## config.mk

```make
export PLATFORM = sky130hd
export DESIGN_NAME = cart_dma
export DESIGN_NICKNAME = d
export VERILOG_FILES = /design/src/rtl/cdma_pkg.sv /design/src/rtl/cdma_regs.sv /design/src/rtl/cdma_decode.sv /design/src/rtl/cdma_mover.sv /design/src/rtl/cart_dma.sv
export SDC_FILE = /design/constraint.sdc
export NUM_CORES = 1
export LEC_CHECK = 0
export CAP_MARGIN = 15
export CELL_PAD_IN_SITES_DETAIL_PLACEMENT = 1
export CELL_PAD_IN_SITES_GLOBAL_PLACEMENT = 1
export CORE_MARGIN = 5
export CORE_UTILIZATION = 49
export CTS_CLUSTER_SIZE = 20
export DETAILED_ROUTE_END_ITERATION = 7
export DONT_BUFFER_PORTS = 1
export GPL_TIMING_DRIVEN = 0
export PLACE_DENSITY_LB_ADDON = 0.3
export SLEW_MARGIN = 0
export SYNTH_ARGS = -nofsm -noshare
export SYNTH_HDL_FRONTEND = slang
export SYNTH_SLANG_ARGS = --single-unit
```

## constraint.sdc

```tcl
create_clock -name clk -period 4.7 [get_ports clk]
set_clock_uncertainty 0.2 [all_clocks]
set_input_delay 0.235 -clock clk [delete_from_list [all_inputs] [get_ports clk]]
set_output_delay 0.235 -clock clk [all_outputs]
set_load 0.05 [all_outputs]
```

## src/rtl/cdma_pkg.sv

```systemverilog
// Shared constants and types for the cartridge DMA engine.
// Assumes 32-bit cartridge and main-memory register values.
package cdma_pkg;
    localparam logic [31:0] SAVE_LO   = 32'h0800_0000;
    localparam logic [31:0] SAVE_HI   = 32'h0801_0000;
    localparam logic [31:0] ROM_LO    = 32'h1000_0000;
    localparam logic [31:0] ROM_HI    = 32'h1FBF_FFFF;
    localparam logic [31:0] PATCH_STD = 32'h0000_0318;
    localparam logic [31:0] PATCH_ALT = 32'h0000_03F0;

    localparam logic [1:0] SEL_DRAM    = 2'd0;
    localparam logic [1:0] SEL_CART    = 2'd1;
    localparam logic [1:0] SEL_LEN_OUT = 2'd2;
    localparam logic [1:0] SEL_LEN_IN  = 2'd3;

    typedef enum logic [1:0] {
        XK_NONE,
        XK_MEM2SAVE,
        XK_SAVE2MEM,
        XK_ROM2MEM
    } xfer_kind_e;

    typedef enum logic [2:0] {
        MS_IDLE,
        MS_READ,
        MS_WRITE,
        MS_PATCH,
        MS_DONE
    } mover_state_e;
endpackage

```

## src/rtl/cdma_regs.sv

```systemverilog
// Register file, start logic, busy and interrupt flags.
// Assumes 'done' is a one-cycle pulse from the mover. Every write is
// dropped while busy is high.
module cdma_regs
    import cdma_pkg::*;
(
    input  logic        clk,
    input  logic        rst_n,
    input  logic        reg_we,
    input  logic [1:0]  reg_sel,
    input  logic [31:0] reg_wdata,
    input  logic        irq_ack,
    input  logic        done,
    output logic [31:0] dram_q,
    output logic [31:0] cart_q,
    output logic [31:0] len_q,
    output logic        to_cart_q,
    output logic        start_q,
    output logic        busy,
    output logic        irq
);
    logic accept;
    assign accept = reg_we && !busy;

    // Capture register writes, issue the start pulse, track busy.
    always_ff @(posedge clk) begin
        if (!rst_n) begin
            dram_q    <= '0;
            cart_q    <= '0;
            len_q     <= '0;
            to_cart_q <= 1'b0;
            start_q   <= 1'b0;
            busy      <= 1'b0;
        end else begin
            start_q <= 1'b0;
            if (accept) begin
                case (reg_sel)
                    SEL_DRAM: dram_q <= reg_wdata;
                    SEL_CART: cart_q <= reg_wdata;
                    default: begin
                        len_q     <= reg_wdata;
                        to_cart_q <= (reg_sel == SEL_LEN_OUT);
                        start_q   <= 1'b1;
                        busy      <= 1'b1;
                    end
                endcase
            end
            if (done) busy <= 1'b0;
        end
    end

    // Interrupt flag: set on completion, cleared only by acknowledge.
    always_ff @(posedge clk) begin
        if (!rst_n)       irq <= 1'b0;
        else if (done)    irq <= 1'b1;
        else if (irq_ack) irq <= 1'b0;
    end


    ignore_busy_chk: assert property (@(posedge clk) disable iff (!rst_n)
        busy && reg_we |=> $stable(dram_q) && $stable(cart_q) && !start_q);

    start_busy_chk: assert property (@(posedge clk) disable iff (!rst_n)
        start_q |-> busy);

    done_completes_chk: assert property (@(posedge clk) disable iff (!rst_n)
        done |=> !busy && irq);

    irq_hold_chk: assert property (@(posedge clk) disable iff (!rst_n)
        $fell(irq) |-> $past(irq_ack));
endmodule

```

## src/rtl/cdma_decode.sv

```systemverilog
// Combinational target decode from the latched registers: main-memory
// bound check, window match, source offset, byte count and the number of
// bytes that exist in ROM.
// Assumes the ROM and save windows do not overlap.
module cdma_decode
    import cdma_pkg::*;
#(
    parameter int MM_BYTES  = 2048,
    parameter int ROM_BYTES = 512
) (
    input  logic [31:0] dram,
    input  logic [31:0] cart,
    input  logic [31:0] len,
    input  logic        to_cart,
    output xfer_kind_e  kind,
    output logic [31:0] cnt,
    output logic [31:0] src_off,
    output logic [31:0] avail
);
    localparam logic [32:0] MM_LIMIT = 33'(MM_BYTES);
    localparam logic [31:0] ROM_SIZE = 32'(ROM_BYTES);

    logic [32:0] end_addr;
    logic        fits, save_hit, rom_hit;
    logic [31:0] rom_off, room;

    assign end_addr = {1'b0, dram} + {1'b0, len} + 33'd1;
    assign fits     = (end_addr <= MM_LIMIT);
    assign save_hit = (cart >= SAVE_LO) && (cart <= SAVE_HI);
    assign rom_hit  = (cart >= ROM_LO) && (cart <= ROM_HI);
    assign rom_off  = cart - ROM_LO;
    assign room     = (rom_off >= ROM_SIZE) ? 32'd0 : (ROM_SIZE - rom_off);
    assign cnt      = len + 32'd1;

    // Pick the transfer kind and source parameters.
    always_comb begin
        kind    = XK_NONE;
        src_off = '0;
        avail   = '0;
        if (fits) begin
            if (save_hit) begin
                kind    = to_cart ? XK_MEM2SAVE : XK_SAVE2MEM;
                src_off = cart - SAVE_LO;
                avail   = cnt;
            end else if (rom_hit && !to_cart) begin
                kind    = XK_ROM2MEM;
                src_off = rom_off;
                avail   = (cnt < room) ? cnt : room;
            end
        end
    end
endmodule

```

## src/rtl/cdma_mover.sv

```systemverilog
// Byte mover. Each byte takes a read cycle then a write cycle through
// synchronous one-cycle-latency memory ports. A boot patch phase follows
// the first ROM copy after reset.
// Assumes MM_BYTES >= 0x3F4 and all memory sizes are multiples of 4.
module cdma_mover
    import cdma_pkg::*;
#(
    parameter int MM_BYTES      = 2048,
    parameter int ROM_BYTES     = 512,
    parameter int SAVE_BYTES    = 256,
    parameter int BOOT_CODE_W   = 3,
    parameter int ALT_BOOT_CODE = 5
) (
    input  logic                             clk,
    input  logic                             rst_n,
    input  logic                             start,
    input  xfer_kind_e                       kind,
    input  logic [31:0]                      dram,
    input  logic [31:0]                      src_off,
    input  logic [31:0]                      cnt,
    input  logic [31:0]                      avail,
    input  logic [BOOT_CODE_W-1:0]           boot_code,
    output logic                             done,
    output logic [$clog2(MM_BYTES)-1:0]      mm_addr,
    output logic                             mm_we,
    output logic [7:0]                       mm_wdata,
    input  logic [7:0]                       mm_rdata,
    output logic [$clog2(ROM_BYTES)-1:0]     rom_addr,
    input  logic [7:0]                       rom_rdata,
    output logic [$clog2(SAVE_BYTES)-1:0]    sv_addr,
    output logic                             sv_we,
    output logic [7:0]                       sv_wdata,
    input  logic [7:0]                       sv_rdata
);
    localparam int          MM_AW   = $clog2(MM_BYTES);
    localparam int          ROM_AW  = $clog2(ROM_BYTES);
    localparam int          SV_AW   = $clog2(SAVE_BYTES);
    localparam logic [31:0] MM_WORD = 32'(MM_BYTES);

    mover_state_e state;
    xfer_kind_e   kind_q;
    logic [31:0]  dbase_q, sbase_q, last_q, avail_q, idx_q;
    logic [1:0]   pk_q;
    logic         booted_q;
    logic [31:0]  patch_base;

    assign patch_base = (boot_code == BOOT_CODE_W'(ALT_BOOT_CODE)) ? PATCH_ALT : PATCH_STD;
    assign done       = (state == MS_DONE);

    // Drive the memory ports from the current state and byte index.
    always_comb begin
        mm_addr  = MM_AW'((dbase_q + idx_q) ^ 32'd3);
        rom_addr = ROM_AW'((sbase_q + idx_q) ^ 32'd3);
        sv_addr  = SV_AW'((sbase_q + idx_q) ^ 32'd3);
        mm_we    = 1'b0;
        mm_wdata = 8'd0;
        sv_we    = 1'b0;
        sv_wdata = mm_rdata;
        case (state)
            MS_WRITE: begin
                case (kind_q)
                    XK_MEM2SAVE: sv_we = 1'b1;
                    XK_SAVE2MEM: begin
                        mm_we    = 1'b1;
                        mm_wdata = sv_rdata;
                    end
                    XK_ROM2MEM: begin
                        mm_we    = 1'b1;
                        mm_wdata = (idx_q < avail_q) ? rom_rdata : 8'd0;
                    end
                    default: ;
                endcase
            end
            MS_PATCH: begin
                mm_addr  = MM_AW'(patch_base + {30'd0, pk_q});
                mm_we    = 1'b1;
                mm_wdata = MM_WORD[{pk_q, 3'b000} +: 8];
            end
            default: ;
        endcase
    end

    // Sequence the read/write phases, the patch phase and completion.
    always_ff @(posedge clk) begin
        if (!rst_n) begin
            state    <= MS_IDLE;
            kind_q   <= XK_NONE;
            dbase_q  <= '0;
            sbase_q  <= '0;
            last_q   <= '0;
            avail_q  <= '0;
            idx_q    <= '0;
            pk_q     <= '0;
            booted_q <= 1'b0;
        end else begin
            case (state)
                MS_IDLE: if (start) begin
                    kind_q  <= kind;
                    dbase_q <= dram;
                    sbase_q <= src_off;
                    last_q  <= cnt - 32'd1;
                    avail_q <= avail;
                    idx_q   <= '0;
                    pk_q    <= '0;
                    state   <= (kind == XK_NONE) ? MS_DONE : MS_READ;
                end
                MS_READ: state <= MS_WRITE;
                MS_WRITE: begin
                    if (idx_q == last_q) begin
                        state <= (kind_q == XK_ROM2MEM && !booted_q) ? MS_PATCH : MS_DONE;
                    end else begin
                        idx_q <= idx_q + 32'd1;
                        state <= MS_READ;
                    end
                end
                MS_PATCH: begin
                    pk_q <= pk_q + 2'd1;
                    if (pk_q == 2'd3) begin
                        booted_q <= 1'b1;
                        state    <= MS_DONE;
                    end
                end
                default: state <= MS_IDLE;
            endcase
        end
    end


    idle_quiet_chk: assert property (@(posedge clk) disable iff (!rst_n)
        state == MS_IDLE |-> !mm_we && !sv_we);

    patch_once_chk: assert property (@(posedge clk) disable iff (!rst_n)
        state == MS_PATCH |-> !booted_q);

    save_target_chk: assert property (@(posedge clk) disable iff (!rst_n)
        sv_we |-> kind_q == XK_MEM2SAVE);

    mm_bound_chk: assert property (@(posedge clk) disable iff (!rst_n)
        state == MS_WRITE |-> (dbase_q + idx_q) < 32'(MM_BYTES));
endmodule

```

## src/rtl/cart_dma.sv

```systemverilog
// Top of the cartridge DMA engine: registers, decode and mover.
// Assumes byte-wide synchronous memories that return read data one
// cycle after the address.
module cart_dma
    import cdma_pkg::*;
#(
    parameter int MM_BYTES      = 2048,
    parameter int ROM_BYTES     = 512,
    parameter int SAVE_BYTES    = 256,
    parameter int BOOT_CODE_W   = 3,
    parameter int ALT_BOOT_CODE = 5
) (
    input  logic                          clk,
    input  logic                          rst_n,
    input  logic                          reg_we,
    input  logic [1:0]                    reg_sel,
    input  logic [31:0]                   reg_wdata,
    input  logic                          irq_ack,
    input  logic [BOOT_CODE_W-1:0]        boot_code,
    output logic                          busy,
    output logic                          irq,
    output logic [$clog2(MM_BYTES)-1:0]   mm_addr,
    output logic                          mm_we,
    output logic [7:0]                    mm_wdata,
    input  logic [7:0]                    mm_rdata,
    output logic [$clog2(ROM_BYTES)-1:0]  rom_addr,
    input  logic [7:0]                    rom_rdata,
    output logic [$clog2(SAVE_BYTES)-1:0] sv_addr,
    output logic                          sv_we,
    output logic [7:0]                    sv_wdata,
    input  logic [7:0]                    sv_rdata
);
    logic [31:0] dram_q, cart_q, len_q, cnt, src_off, avail;
    logic        to_cart_q, start_q, done;
    xfer_kind_e  kind;

    cdma_regs u_regs (
        .clk(clk), .rst_n(rst_n), .reg_we(reg_we), .reg_sel(reg_sel),
        .reg_wdata(reg_wdata), .irq_ack(irq_ack), .done(done),
        .dram_q(dram_q), .cart_q(cart_q), .len_q(len_q),
        .to_cart_q(to_cart_q), .start_q(start_q), .busy(busy), .irq(irq)
    );

    cdma_decode #(.MM_BYTES(MM_BYTES), .ROM_BYTES(ROM_BYTES)) u_decode (
        .dram(dram_q), .cart(cart_q), .len(len_q), .to_cart(to_cart_q),
        .kind(kind), .cnt(cnt), .src_off(src_off), .avail(avail)
    );

    cdma_mover #(
        .MM_BYTES(MM_BYTES), .ROM_BYTES(ROM_BYTES), .SAVE_BYTES(SAVE_BYTES),
        .BOOT_CODE_W(BOOT_CODE_W), .ALT_BOOT_CODE(ALT_BOOT_CODE)
    ) u_mover (
        .clk(clk), .rst_n(rst_n), .start(start_q), .kind(kind),
        .dram(dram_q), .src_off(src_off), .cnt(cnt), .avail(avail),
        .boot_code(boot_code), .done(done),
        .mm_addr(mm_addr), .mm_we(mm_we), .mm_wdata(mm_wdata), .mm_rdata(mm_rdata),
        .rom_addr(rom_addr), .rom_rdata(rom_rdata),
        .sv_addr(sv_addr), .sv_we(sv_we), .sv_wdata(sv_wdata), .sv_rdata(sv_rdata)
    );
endmodule

```

==> results of run 1 <==
-- worst min path at each step --
| stage | end | slack (ns) | depth (start not counted) |
|---|---|---|---|
| 2_1_floorplan | u_regs.len_q[14] | 0.18 | 2 |
| 3_3_place_gp | u_regs.dram_q[26] | 0.18 | 2 |
| 3_5_place_dp | u_regs.cart_q[6] | 0.19 | 2 |
| 4_1_cts | u_regs.cart_q[0] | 0.05 | 5 |
| 5_1_grt | u_regs.cart_q[0] | 0.13 | 5 |
| 6_report | u_regs.cart_q[31] | 0.06 | 5 |
-- layout by cell type, fill, tap and decap left out, types with 31 or more instances in the layout --
cell type        n
a21oi_1         88
nand2_1        367
nand3_1         53
o21ai_0         64
ha_1           120
dfxtp_1        219
nor2_1          97
dlygate4sd3_1   37
xor2_1          90
clkbuf_1        85
inv_1           79
a21boi_0       119
and2_1          31
xnor2_1         68
nand4_1         43
a21o_1          31
-- cells by family (layout without fill, tap and decap cells) --
| logic type | after synthesis | count (layout) | share of synthesized area (%) |
|---|---|---|---|
| and+or+nand+nor | 775 | 775 | 24.63 |
| AOI/OAI and AO/OA | 447 | 447 | 20.65 |
| DFF | 224 | 224 | 29.65 |
| buffers and inverters | 191 | 281 | 5.302 |
| xor gates and xnor gates | 159 | 159 | 9.207 |
| adders and majority gates | 123 | 123 | 10.27 |
| muxes | 4 | 4 | 0.2647 |
| other | 1 | 19 | 0.02479 |
-- report_power, final --
group	total (W)	leakage (nW)	internal, W	switching (W)
clock network	0.00206	0.413	0.00123	0.000838
logic	0.000614	4.69	0.000219	0.000395
registers	0.00200	1.81	0.00194	0.0000599
-- cell usage after synthesis, types with 7 or more instances --
library cell  count
and4_1           17
a22o_1            9
nor3_1           30
buf_4            16
ha_1            121
inv_1            79
and2_1           31
a21o_1           31
nand2b_1         17
a211oi_1         12
a32oi_1           7
a21boi_0        121
o21ai_0          70
or3_1            17
o21a_1           12
nand4_1          43
xnor2_1          69
nor2_1           98
a31oi_1           7
nand3_1          56
clkbuf_1         85
nor4_1           27
o22ai_1          15
buf_2             7
xor2_1           90
nor2b_1          15
dfxtp_1         224
o22ai_2          13
a21oi_1          89
and3_1           21
nand2_1         368
-- worst max-delay path: stages, from the launching register on --
cell	delay, ns
dfxtp_1	0.46
ha_2	0.32
and3_1	0.25
nand3_2	0.22
nor3_2	0.27
and4_1	0.24
xor2_1	0.16
ha_1	0.26
a21o_1	0.18
a21o_1	0.20
a2111oi_4	0.39
o21ai_2	0.14
nor3_1	0.24
a211oi_2	0.13
nand2_2	0.16
clkbuf_4	0.25
nor2_1	0.06
a21oi_1	0.17
o22ai_1	0.09
-- timing repair --
| action | CTS | global route |
|---|---|---|
| pin swaps | 1 | 3 |
| setup buffers | 5 | 4 |
| endpoints found under the hold margin | 98 | 0 |
| hold buffers | 37 | 0 |
| gates resized for setup | 28 | 19 |
| endpoints found under the setup margin | 35 | 33 |
-- sequential cells by signal, indices dropped and copies added (netlist names) --
signal,count
u_regs.cart_q,32
u_regs.dram_q,32
u_mover.sbase_q,9
u_regs.to_cart_q,1
u_regs.irq,1
u_mover.avail_q,32
u_mover.kind_q,2
u_mover.booted_q,1
u_regs.start_q,1
u_regs.busy,1
u_mover.dbase_q,11
u_regs.len_q,32
u_mover.state,3
u_mover.last_q,32
u_mover.pk_q,2
u_mover.idx_q,32
-- metal layers --
metal | vias up | part of all wire [%]
met5 | - | 0.024
li1 | 6903 | -
met4 | 2 | 4.8
met3 | 148 | 5.7
met1 | 7167 | 41
met2 | 441 | 49
-- layout make-up --
type | instances | area, µm²
Tap cell | 396 | 495.5
Timing Repair Buffer | 47 | 445.4
Clock buffer | 41 | 768.2
Buffer | 108 | 504.2
Multi-Input combinational cell | 1527 | 10050
Fill cell | 3759 | 13380
Inverter | 79 | 296.5
Sequential cell | 224 | 4491
Clock inverter | 6 | 82.58
-- per-stage QoR --
| stage | hold slack (ns) | instances | power (W) |
|---|---|---|---|
| detailed placement | 0.1924 | 2339 | 0.002572 |
| finish | 0.05618 | 2428 | 0.004674 |
| CTS | 0.04674 | 2427 | 0.004656 |
| global placement | 0.1835 | 2338 | 0.002549 |
| global route | 0.1281 | 2428 | 0.004820 |
| floorplan | 0.1799 | 1942 | 0.002400 |
==> run summary, run 1 <==
vias post-DR: 14660
TritonCTS clock tree: yes
initial antenna violation count: 2
Final Cycle Share: 96.76%
grt peak-use layer: met2
I/O Pins: 113
met3 usage in global routing: 5.081%
outcome: finished, final reports clean
synthesized area per cell: 7.862 µm²
Critical Path RT: 4.90 ns
Pre-antenna DRT Iters: 5
cell area after placement: 15700 µm²
Leak: 6.922 nW
fraction of layout cells with a size suffix above 1: 6.841%
critical path capture point type: flip-flop
CTS H-tree lvls: 1
Slew HR: 19.97%
worst slew pin tran: 1.192 ns
PD cells: 272.9 nW/µm²
crit path DAT: 4.74 ns
WS Path Type: reg -> reg
Area Overhead vs Synth: 13.26%
final WL: 54.33 mm
final instance area: 17130 µm²
DR iter-0 viols: 757
post-synth cell types: 77
HP Class: in -> reg
Max FO, Critical Path: 10
min-delay src: reg_sel[1]
DIE HEIGHT: 185.7 µm
ANT cells: 0
r2r endpoint: u_mover.avail_q[28]
via-per-instance ratio: 6.038
total global routing overflow: 0
sequential fraction of the synthesis area: 29.65%
Clock Tree Root: clkbuf_16
die width: 185.7 µm
CTS Buffer Depth: 3
Final Hold Violating Endpoints: 0
dpl ws: -0.9104 ns
Clk Latency, worst-skew pair: 0.54 ns
GRT Overall Usage: 30.57%
FF+latch count, synth: 224
r2r setup slk: 0.15 ns
largest net degree at the start of global routing: 13
I/O Buffers: 0
fin util: 56.15%
Rows: 64
Die Footprint: 34480 µm²
area of the core: 30510 µm²
max-cap check violation count: 0
Routed WL per cell: 22.38 µm
Yosys top cell area share: 29.65%
Final #Nets: 2202
cell taking the most area after synthesis: dfxtp_1
vias in the first global route: 15390
crit path to: u_mover.avail_q[28]
worst reg2reg path startpoint: u_regs.len_q[1]
Synth Cell Area: 15130 µm²
crit path launch: u_regs.len_q[1]
worst vdd ir: 0.0002772 V
R2R depth: 18
CP Launch Type: flip-flop
gp weighted congestion: 0.9588
Initial Util: 49.58%
ys flop type: dfxtp_1
final setup fails: 0
TritonCTS Buffers: 27
Synth area leaders: dfxtp_1 (30%), ha_1 (10%), nand2_1 (9.1%), a21boi_0 (6.0%), xor2_1 (5.2%)
Fmax: 219.9 MHz
clock transition at the registers of the reported paths: 0.06 ns
Worst Slack Setup Final: 0.1522 ns
Slew Limit Fails: 0
first-pass GRT wire length: 83.74 mm
CTS sink cnt: 224
M2 GR Usage: 54.38%
EDFF count, synth: 0
met1 GRT Util: 36.39%
# DRC: 0
Yosys warning total: 0
antenna viol nets, final: 0
Min Clock Period, post-route: 4.548 ns
Setup TNS: 0 ns
Async S/R FF share, synth: 0%
Gate Count Post-Synth: 1924
DPL Wire Length: 42.08 mm
Power figures use the tool's default switching activity.
==> run 2: changes to the inputs <==
Settings changed: CORE_ASPECT_RATIO from default to 0.9, CTS_CLUSTER_SIZE 20 to 8.
==> run summary, run 2 (synthesis gave the netlist of run 1 again) <==
final setup fails: 0 (unchanged)
most frequent cells in the layout: nand2_1 (367), dfxtp_1 (219), ha_1 (120)
outcome: finished, final reports clean
Rows: 61 (-4.7%)
Pre-antenna DRT Iters: 5 (unchanged)
Worst path max stage delay: 0.51 ns (+0.05 ns)
# DRC: 0 (unchanged)
CTS sink cnt: 224 (unchanged)
CTS H-tree lvls: 2 (+1)
critical path capture point type: flip-flop
family with the most delay on the worst path: simple AND/OR/NAND/NOR gates
Final Cycle Share: 97.69% (+0.93 points)
CTS Buffer Depth: 3 (unchanged)
antenna viol nets, final: 0 (unchanged)
Clock Tree Root: clkbuf_16
TritonCTS Buffers: 34 (+26%)
first-pass GRT wire length: 84.72 mm (+1.2%)
Fmax: 217.8 MHz (-0.96%)
gp weighted congestion: 0.9273 (-3.3%)
Fin Hold WS: 0.1078 ns (+0.05157 ns)
worst slew pin tran: 1.193 ns (+0.001331 ns)
Min Clock Period, post-route: 4.592 ns (+0.04383 ns)
vias post-DR: 14960 (+2.1%)
GRT Overall Usage: 30.81% (+0.24 points)
most common cell after layout, fill and taps aside: nand2_1
worst path cell trace: ha_4 -> and3_1 -> nand3_4 -> nor3_1 -> and4_1 -> xor2_1 -> ha_1 -> a21o_1 -> a21o_1 -> a2111oi_2 -> o21ai_2 -> buf_4 -> nor3_2 -> a211oi_2 -> nand2_2 -> buf_4 -> nand3_4 -> buf_8 -> o22ai_2
initial antenna violation count: 2 (unchanged)
via-per-instance ratio: 6.138 (+1.6%)
fraction of layout cells with a size suffix above 1: 7.446% (+0.61 points)
clock transition at the registers of the reported paths: 0.05 ns (about the same)
Slew HR: 19.88% (-0.089 points)
crit path buf inv count: 3 (+2)
area of the core: 30680 µm² (+0.57%)
Initial Util: 49.30% (-0.28 points)
DR iter-0 viols: 969 (+28%)
fin util: 56.37% (+0.21 points)
TritonCTS clock tree: yes
Routed WL per cell: 22.56 µm (+0.80%)
die width: 195.2 µm (+5.1%)
max-cap check violation count: 0 (unchanged)
Die Footprint: 34490 µm² (about the same)
Slew Limit Fails: 0 (unchanged)
largest net degree at the start of global routing: 11 (-2)
CP max-delay cell: dfxtp_1
Final Hold Violating Endpoints: 0 (unchanged)
DPL Wire Length: 41.86 mm (-0.51%)
crit path DAT: 4.82 ns (+0.08 ns)
worst vdd ir: 0.0002556 V (-7.8%)
I/O Buffers: 0 (unchanged)
Clk Latency, worst-skew pair: 0.52 ns (-0.02 ns)
CP Launch Type: flip-flop
Max FO, Critical Path: 10 (unchanged)
HP Class: in -> reg
DIE HEIGHT: 176.7 µm (-4.9%)
Setup TNS: 0 ns (unchanged)
total power: 0.004832 W (+3.4%)
WS Path Type: reg -> reg
Area Overhead vs Synth: 14.34%
I/O Pins: 113 (unchanged)
vias in the first global route: 15380 (-0.039%)
worst reg2reg path startpoint: u_regs.len_q[1]
Critical Path RT: 4.93 ns (+0.03 ns)
Leak: 6.946 nW (+0.34%)
Final #Nets: 2212 (+0.45%)
PD cells: 279.4 nW/µm² (+2.4%)
min-delay src: reg_we
final WL: 54.99 mm (+1.2%)
total global routing overflow: 0 (unchanged)
crit path launch: u_regs.len_q[1]
## run 2: area by class of cell
cell class | instances | area, µm²
Buffer | 108 | 519.2
Sequential cell | 224 | 4491
Clock inverter | 2 | 16.27
Fill cell | 3789 | 13390
Clock buffer | 38 | 887.1
Timing Repair Buffer | 50 | 478.0
Multi-Input combinational cell | 1527 | 10090
Inverter | 79 | 296.5
Tap cell | 409 | 511.7
Antenna cell | 1 | 2.502
## run 2: where the power goes
| group | internal [W] | leakage, nW | switching (W) | total (W) |
|---|---|---|---|---|
| Clock | 0.00132 | 0.440 | 0.000886 | 0.00220 |
| Sequential | 0.00194 | 1.81 | 0.0000576 | 0.00200 |
| Combinational | 0.000225 | 4.69 | 0.000406 | 0.000631 |
## run 2: through the flow
step                instances  setup slack, ns  cell area, µm²
finish                   2438           0.1084           17290
global route             2437         -0.02927           17290
CTS                      2435          0.01976           17150
detailed placement       2352          -0.7945           15720
global placement         2351          -0.6322           15710
floorplan                1942           0.3590           15190
## run 2: routing by layer
layer	up-vias	global-route usage, %	part of all wire [%]
met5	-	0	0.036
met4	2	9.831	3.1
met3	111	4.758	6.1
met2	482	52.30	47
met1	7464	40.53	44
li1	6905	-	-
## run 2: final timing paths
| path | to | slack (ns) | depth (start not counted) |
|---|---|---|---|
| setup / recovery | u_mover.avail_q[21] | 0.11 | 19 |
| hold / removal | u_regs.len_q[31] | 0.11 | 4 |
| setup reg to reg | u_mover.avail_q[21] | 0.11 | 19 |
| hold reg to reg | u_mover.sbase_q[7] | 0.24 | 2 |
## run 2: timing repair
item	4_1_cts	5_1_grt
resized for setup	31	40
endpoints found under the setup margin	43	42
pin swaps	2	4
buffers inserted	4	4
hold endpoints to repair	98	0
hold buffers	41	0
## run 2: tightest hold or removal path, cell delays in order
cell      delay (ns)
nand2b_1        0.16
nor2_1          0.20
nand2_1         0.11
a21boi_0        0.07
